### config.mk
export PLATFORM = sky130hd
export DESIGN_NAME = mdio_reg_bridge
export DESIGN_NICKNAME = d
export VERILOG_FILES = /design/src/rtl/mdio_bridge_pkg.sv /design/src/rtl/mdio_acc_decode.sv /design/src/rtl/mdio_page_reg.sv /design/src/rtl/mdio_half_hold.sv /design/src/rtl/mdio_reg_bridge.sv
export SDC_FILE = /design/constraint.sdc
export NUM_CORES = 1
export LEC_CHECK = 0
export BUFFER_PORTS_ARGS = -buffer_cell sky130_fd_sc_hd__buf_2
export CORE_MARGIN = 3
export CORE_UTILIZATION = 51
export DETAILED_ROUTE_END_ITERATION = 16
export PLACE_DENSITY = 0.86
export SLEW_MARGIN = 5
export SYNTH_ARGS = -nofsm -noshare
export SYNTH_HDL_FRONTEND = slang
export SYNTH_HIERARCHICAL = 1
export SYNTH_SLANG_ARGS = --single-unit
### constraint.sdc
create_clock -name clk -period 3.3 [get_ports clk]
set_input_delay 0.33 -clock clk [delete_from_list [all_inputs] [get_ports clk]]
set_output_delay 0.33 -clock clk [all_outputs]
set_load 0.02 [all_outputs]
### src/rtl/mdio_bridge_pkg.sv
package mdio_bridge_pkg;

  typedef enum logic [1:0] {
    ACC_NONE = 2'd0,
    ACC_PAGE = 2'd1,
    ACC_LOW  = 2'd2,
    ACC_HIGH = 2'd3
  } acc_kind_e;

  localparam int unsigned MB_PHY_W  = 5;
  localparam int unsigned MB_REG_W  = 5;
  localparam int unsigned MB_HALF_W = 16;
  localparam int unsigned MB_PAGE_W = 9;
  localparam int unsigned MB_SLOT_W = 3;

endpackage

### src/rtl/mdio_acc_decode.sv
module mdio_acc_decode
  import mdio_bridge_pkg::*;
#(
  parameter int unsigned PHY_W = MB_PHY_W,
  parameter int unsigned REG_W = MB_REG_W,
  parameter int unsigned SLOT_W = MB_SLOT_W,
  parameter logic [PHY_W-1:0] PAGE_PHY = 5'h1F,
  parameter logic [REG_W-1:0] PAGE_REG = 5'h10,
  parameter logic [PHY_W-1:0] DATA_PHY_BASE = 5'h10
) (
  input  logic [PHY_W-1:0]  phy,
  input  logic [REG_W-1:0]  regn,
  output acc_kind_e         kind,
  output logic [SLOT_W-1:0] slot,
  output logic [REG_W-2:0]  idx
);

  function automatic logic in_data_group(input logic [PHY_W-1:0] p);
    return p[PHY_W-1:SLOT_W] == DATA_PHY_BASE[PHY_W-1:SLOT_W];
  endfunction

  function automatic logic is_page_loc(input logic [PHY_W-1:0] p,
                                       input logic [REG_W-1:0] r);
    return (p == PAGE_PHY) && (r == PAGE_REG);
  endfunction

  always_comb begin
    if (is_page_loc(phy, regn)) begin
      kind = ACC_PAGE;
    end else if (in_data_group(phy)) begin
      kind = regn[0] ? ACC_HIGH : ACC_LOW;
    end else begin
      kind = ACC_NONE;
    end
  end

  assign slot = phy[SLOT_W-1:0];
  assign idx  = regn[REG_W-1:1];

endmodule

### src/rtl/mdio_page_reg.sv
module mdio_page_reg #(
  parameter int unsigned PAGE_W = 9
) (
  input  logic              clk,
  input  logic              rst_n,
  input  logic              load,
  input  logic [PAGE_W-1:0] din,
  output logic [PAGE_W-1:0] page
);

  always_ff @(posedge clk or negedge rst_n) begin
    if (!rst_n) begin
      page <= '0;
    end else if (load) begin
      page <= din;
    end
  end

endmodule

### src/rtl/mdio_half_hold.sv
module mdio_half_hold #(
  parameter int unsigned HALF_W = 16
) (
  input  logic              clk,
  input  logic              rst_n,
  input  logic              wr_hi_load,
  input  logic [HALF_W-1:0] wr_hi_din,
  input  logic              rd_hi_load,
  input  logic [HALF_W-1:0] rd_hi_din,
  output logic [HALF_W-1:0] wr_hi,
  output logic [HALF_W-1:0] rd_hi
);

  always_ff @(posedge clk or negedge rst_n) begin
    if (!rst_n) begin
      wr_hi <= '0;
    end else if (wr_hi_load) begin
      wr_hi <= wr_hi_din;
    end
  end

  always_ff @(posedge clk or negedge rst_n) begin
    if (!rst_n) begin
      rd_hi <= '0;
    end else if (rd_hi_load) begin
      rd_hi <= rd_hi_din;
    end
  end

endmodule

### src/rtl/mdio_reg_bridge.sv
module mdio_reg_bridge
  import mdio_bridge_pkg::*;
#(
  parameter int unsigned PHY_W = MB_PHY_W,
  parameter int unsigned REG_W = MB_REG_W,
  parameter int unsigned HALF_W = MB_HALF_W,
  parameter int unsigned PAGE_W = MB_PAGE_W,
  parameter int unsigned SLOT_W = MB_SLOT_W,
  parameter logic [PHY_W-1:0] PAGE_PHY = 5'h1F,
  parameter logic [REG_W-1:0] PAGE_REG = 5'h10,
  parameter logic [PHY_W-1:0] DATA_PHY_BASE = 5'h10,
  localparam int unsigned IDX_W = REG_W - 1,
  localparam int unsigned WORD_W = PAGE_W + SLOT_W + IDX_W,
  localparam int unsigned ADDR_W = WORD_W + 2,
  localparam int unsigned DATA_W = 2 * HALF_W
) (
  input  logic              clk,
  input  logic              rst_n,
  input  logic              mgmt_req,
  input  logic              mgmt_wr,
  input  logic [PHY_W-1:0]  mgmt_phy,
  input  logic [REG_W-1:0]  mgmt_reg,
  input  logic [HALF_W-1:0] mgmt_wdata,
  output logic [HALF_W-1:0] mgmt_rdata,
  output logic              mgmt_rvalid,
  output logic [ADDR_W-1:0] bus_addr,
  output logic [DATA_W-1:0] bus_wdata,
  output logic              bus_wr,
  output logic              bus_rd,
  input  logic [DATA_W-1:0] bus_rdata
);

  localparam int unsigned PAD_W = HALF_W - PAGE_W;

  function automatic logic [ADDR_W-1:0] make_byte_addr(
    input logic [PAGE_W-1:0] pg,
    input logic [SLOT_W-1:0] sl,
    input logic [IDX_W-1:0]  ix
  );
    return {pg, sl, ix, 2'b00};
  endfunction

  function automatic logic [HALF_W-1:0] widen_page(input logic [PAGE_W-1:0] pg);
    return {{PAD_W{1'b0}}, pg};
  endfunction

  acc_kind_e           kind;
  logic [SLOT_W-1:0]   slot;
  logic [IDX_W-1:0]    idx;
  logic [PAGE_W-1:0]   page_q;
  logic [HALF_W-1:0]   wr_hi_q;
  logic [HALF_W-1:0]   rd_hi_q;
  logic [HALF_W-1:0]   rd_next;
  logic                rd_req;
  logic                wr_req;
  logic                evt_page_wr;
  logic                evt_hi_wr;
  logic                evt_bus_wr;
  logic                evt_bus_rd;
  logic [HALF_W-PAGE_W-1:0] unused_page_bits;
  logic                rvalid_q;
  logic [HALF_W-1:0]   rdata_q;

  assign unused_page_bits = mgmt_wdata[HALF_W-1:PAGE_W];

  mdio_acc_decode #(
    .PHY_W(PHY_W), .REG_W(REG_W), .SLOT_W(SLOT_W),
    .PAGE_PHY(PAGE_PHY), .PAGE_REG(PAGE_REG), .DATA_PHY_BASE(DATA_PHY_BASE)
  ) u_decode (
    .phy(mgmt_phy),
    .regn(mgmt_reg),
    .kind(kind),
    .slot(slot),
    .idx(idx)
  );

  assign rd_req      = mgmt_req && !mgmt_wr;
  assign wr_req      = mgmt_req && mgmt_wr;
  assign evt_page_wr = wr_req && (kind == ACC_PAGE);
  assign evt_hi_wr   = wr_req && (kind == ACC_HIGH);
  assign evt_bus_wr  = wr_req && (kind == ACC_LOW);
  assign evt_bus_rd  = rd_req && (kind == ACC_LOW);

  mdio_page_reg #(.PAGE_W(PAGE_W)) u_page (
    .clk(clk),
    .rst_n(rst_n),
    .load(evt_page_wr),
    .din(mgmt_wdata[PAGE_W-1:0]),
    .page(page_q)
  );

  mdio_half_hold #(.HALF_W(HALF_W)) u_hold (
    .clk(clk),
    .rst_n(rst_n),
    .wr_hi_load(evt_hi_wr),
    .wr_hi_din(mgmt_wdata),
    .rd_hi_load(evt_bus_rd),
    .rd_hi_din(bus_rdata[DATA_W-1:HALF_W]),
    .wr_hi(wr_hi_q),
    .rd_hi(rd_hi_q)
  );

  assign bus_addr  = make_byte_addr(page_q, slot, idx);
  assign bus_wdata = {wr_hi_q, mgmt_wdata};
  assign bus_wr    = evt_bus_wr;
  assign bus_rd    = evt_bus_rd;

  always_comb begin
    unique case (kind)
      ACC_PAGE: rd_next = widen_page(page_q);
      ACC_LOW:  rd_next = bus_rdata[HALF_W-1:0];
      ACC_HIGH: rd_next = rd_hi_q;
      default:  rd_next = '1;
    endcase
  end

  always_ff @(posedge clk or negedge rst_n) begin
    if (!rst_n) begin
      rvalid_q <= 1'b0;
      rdata_q  <= '0;
    end else begin
      rvalid_q <= rd_req;
      if (rd_req) begin
        rdata_q <= rd_next;
      end
    end
  end

  assign mgmt_rvalid = rvalid_q;
  assign mgmt_rdata  = rdata_q;

endmodule

==> out/qor.yml <==
period_share_pct: 63.9
vias_per_cell: 4.96
startpoint_type: "primary input"
drive_above_1_share_pct: 56.2
ys_seq_area_share_pct: 49.5
skew_ns: 0.00370
rrSetupSlack_ns: 2.30
hold_ws_ns: 0.168
drt_wl_total_um: 6420
insertion_delay_ns: 0.32
drt_iter0_drc: 69
seq_power_share_pct: 44.4
synth_cells: 236
synth.distinct_cells: 29
post-route-min-period_ns: 2.11
io_buffer_count: 128
power.total_mw: 2.05
setup_viol: 0
ff_latch_area_um2: 1450
p_per_area_nw_per_um2: 575
postCtsSetupRepairBufs: 0
finalSetupTns_ns: 0
hold_path_class: "primary input to asynchronous set/reset pin"
hpwlAfterDp_um: 4680
ioPinCount: 131
leakage_nw: 1.81
critPathMaxFanout: 9
nFillCells: 436
syn_area_um2: 2930
grt-ovfl-total: 0
ys_ff_latch: 58
p_sw_mw: 0.589
area_growth_pct: 21.6
ant_nets: 0
maxSlewHeadroom_pct: 35.1
end_kind: "output pin"
drv_cap: 0
finalHoldViolations: 0
startpoint: "mgmt_phy[0]"
crit_end: "bus_rd"
status: "completed"
wl_per_cell_um: 15.4
grt_pass1_vias: 2137
fin_nets: 404
multi_input_comb_area_um2: 1120
r2r_cells: 3
crit_chain: "buf_2, and4b_1, a32o_1, nand2b_1, nor2_2, buf_2"
clock_sinks: 58
rsz0062_at_grt: "false"
grt_max_degree: 45
r2r-start: "u_page/page[3]"
antennaDiodeCount: 0
cts.path.max_buffers: 2
cts_root_buf: "clkbuf_8"
post_cts_resized: 0
syn_avg_cell_area_um2: 12.4
ctsHoldBuffers: 0
core_um2: 5340
cts_tree: "built"
start_util_pct: 54.9
gp_congestion: 0.748
via_count: 2070
max-vdd-ir-drop_mv: 0.378
rr_endpoint: "mgmt_rdata[3]"
drtPass1Iterations: 4
slew_violations: 0
antenna_found_initial: 0
cp.arrival_ns: 1.78
clkPwrFrac_pct: 31.6
worst_pin_slew_ns: 0.974
grt_pass1_wl_um: 10100
internal_power_mw: 1.46
path_class: "primary input to output pin"
required_ns: 2.97
die_x_um: 81.8
crit_path_frequent_cell: "buf_2"
dieArea_um2: 6690
final_core_utilization_pct: 66.8
p_comb_share_pct: 23.9
ys_warn_count: 6
h-tree-depth: 3
clk_pin_slew_worst_paths_ns: 0.06
fmax_ghz: 0.474
cp_slowest_cell: "nor2_2"
grt.total_usage_pct: 20.1
switching_share_pct: 28.8
rows: 26
drc: 0
die_h_um: 81.8
critical-path-max-stage-delay_ns: 0.36
numCtsBuffers: 9
per-layer routing:
layer	GRT usage, %	wire, µm
met1	24.0	2540
met2	33.6	3300
met3	6.25	465
met4	8.14	113
met5	0	0
worst min path at each step:
stage	start	end	slack, ns	cells past startpoint
finish	rst_n	u_hold/rd_hi[2]	0.17	1
global route	rst_n	mgmt_rdata[15]	0.22	1
CTS	rst_n	u_hold/wr_hi[5]	0.19	1
detailed placement	mgmt_rdata[10]	mgmt_rdata[10]	0.47	2
global placement	mgmt_rdata[11]	mgmt_rdata[11]	0.46	2
floorplan	rst_n	mgmt_rdata[0]	0.03	0
through the flow:
step           std cells  setup WS, ns  area, µm²
6_report             417          1.19       3560
5_1_grt              417          1.09       3560
4_1_cts              417          1.16       3560
3_5_place_dp         401         0.985       3370
3_3_place_gp         401          1.06       3370
2_1_floorplan        237          1.04       2930
power groups by stage:
stage | Clock (mW) | Sequential (mW) | Combinational [mW]
after floorplan | 0 | 1.01 | 0.247
after global placement | 0 | 0.915 | 0.484
after detailed placement | 0 | 0.921 | 0.496
after CTS | 0.668 | 0.910 | 0.498
after global routing | 0.702 | 0.927 | 0.528
final | 0.648 | 0.911 | 0.491
critical path: cells and delay by family:
kind,cells,cell delay (ns)
AOI/OAI and AO/OA,1,0.26
and+or+nand+nor,3,0.84
buffers and inverters,2,0.34
flip-flops by register name, summed over array words and instances, names as in the netlist:
signal	flops
mgmt_rvalid	1
u_hold/rd_hi	16
mgmt_rdata	16
u_hold/wr_hi	16
u_page/page	9
cells in the final DEF, fill, tap and decap left out, drive strengths merged, types with 2 or more instances in the layout:
master,instances
conb,2
nand2,16
a21boi,7
buf,135
o21ai,8
clkbuf,14
dfrtp,58
mux2,41
and4b,2
o31ai,7
o22a,8
nor2,20
nand2b,2
inv,2
nor2b,9
a21oi,8
layout make-up:
type                    count  share of cell area, %
flip-flops and latches     58                   40.7
multi-input cells         136                   31.5
repair buffers            135                   19.5
clock buffers              14                   4.56
well taps                  70                   2.46
clock inverters             2                  0.983
inverters                   2                  0.351
cell usage after synthesis (all sizes together):
cell type   n  area (µm²)
dfrtp      58        1450
buf        41         357
mux2       41         571
nor2       20        75.1
nand2      16        60.1
nor2b       9        56.3
a21oi       8        40.0
o21ai       8        43.8
o22a        8        70.1
a21boi      7        52.6
o31ai       7        57.6
and4b       2        20.0
inv         2        12.5
nand2b      2        12.5
a211oi      1        7.51
a21o        1        7.51
a32o        1        10.0
conb        1        3.75
mux2i       1        10.0
nand3       1        5.00
nor3b       1        7.51
cells by family after synthesis:
group                  share of synthesized area (%)
DFF                                             49.5
AOI/OAI and AO/OA                               9.86
muxes                                           19.8
other                                          0.128
and+or+nand+nor                                 8.07
buffers and inverters                           12.6
Power figures use the tool's default switching activity.
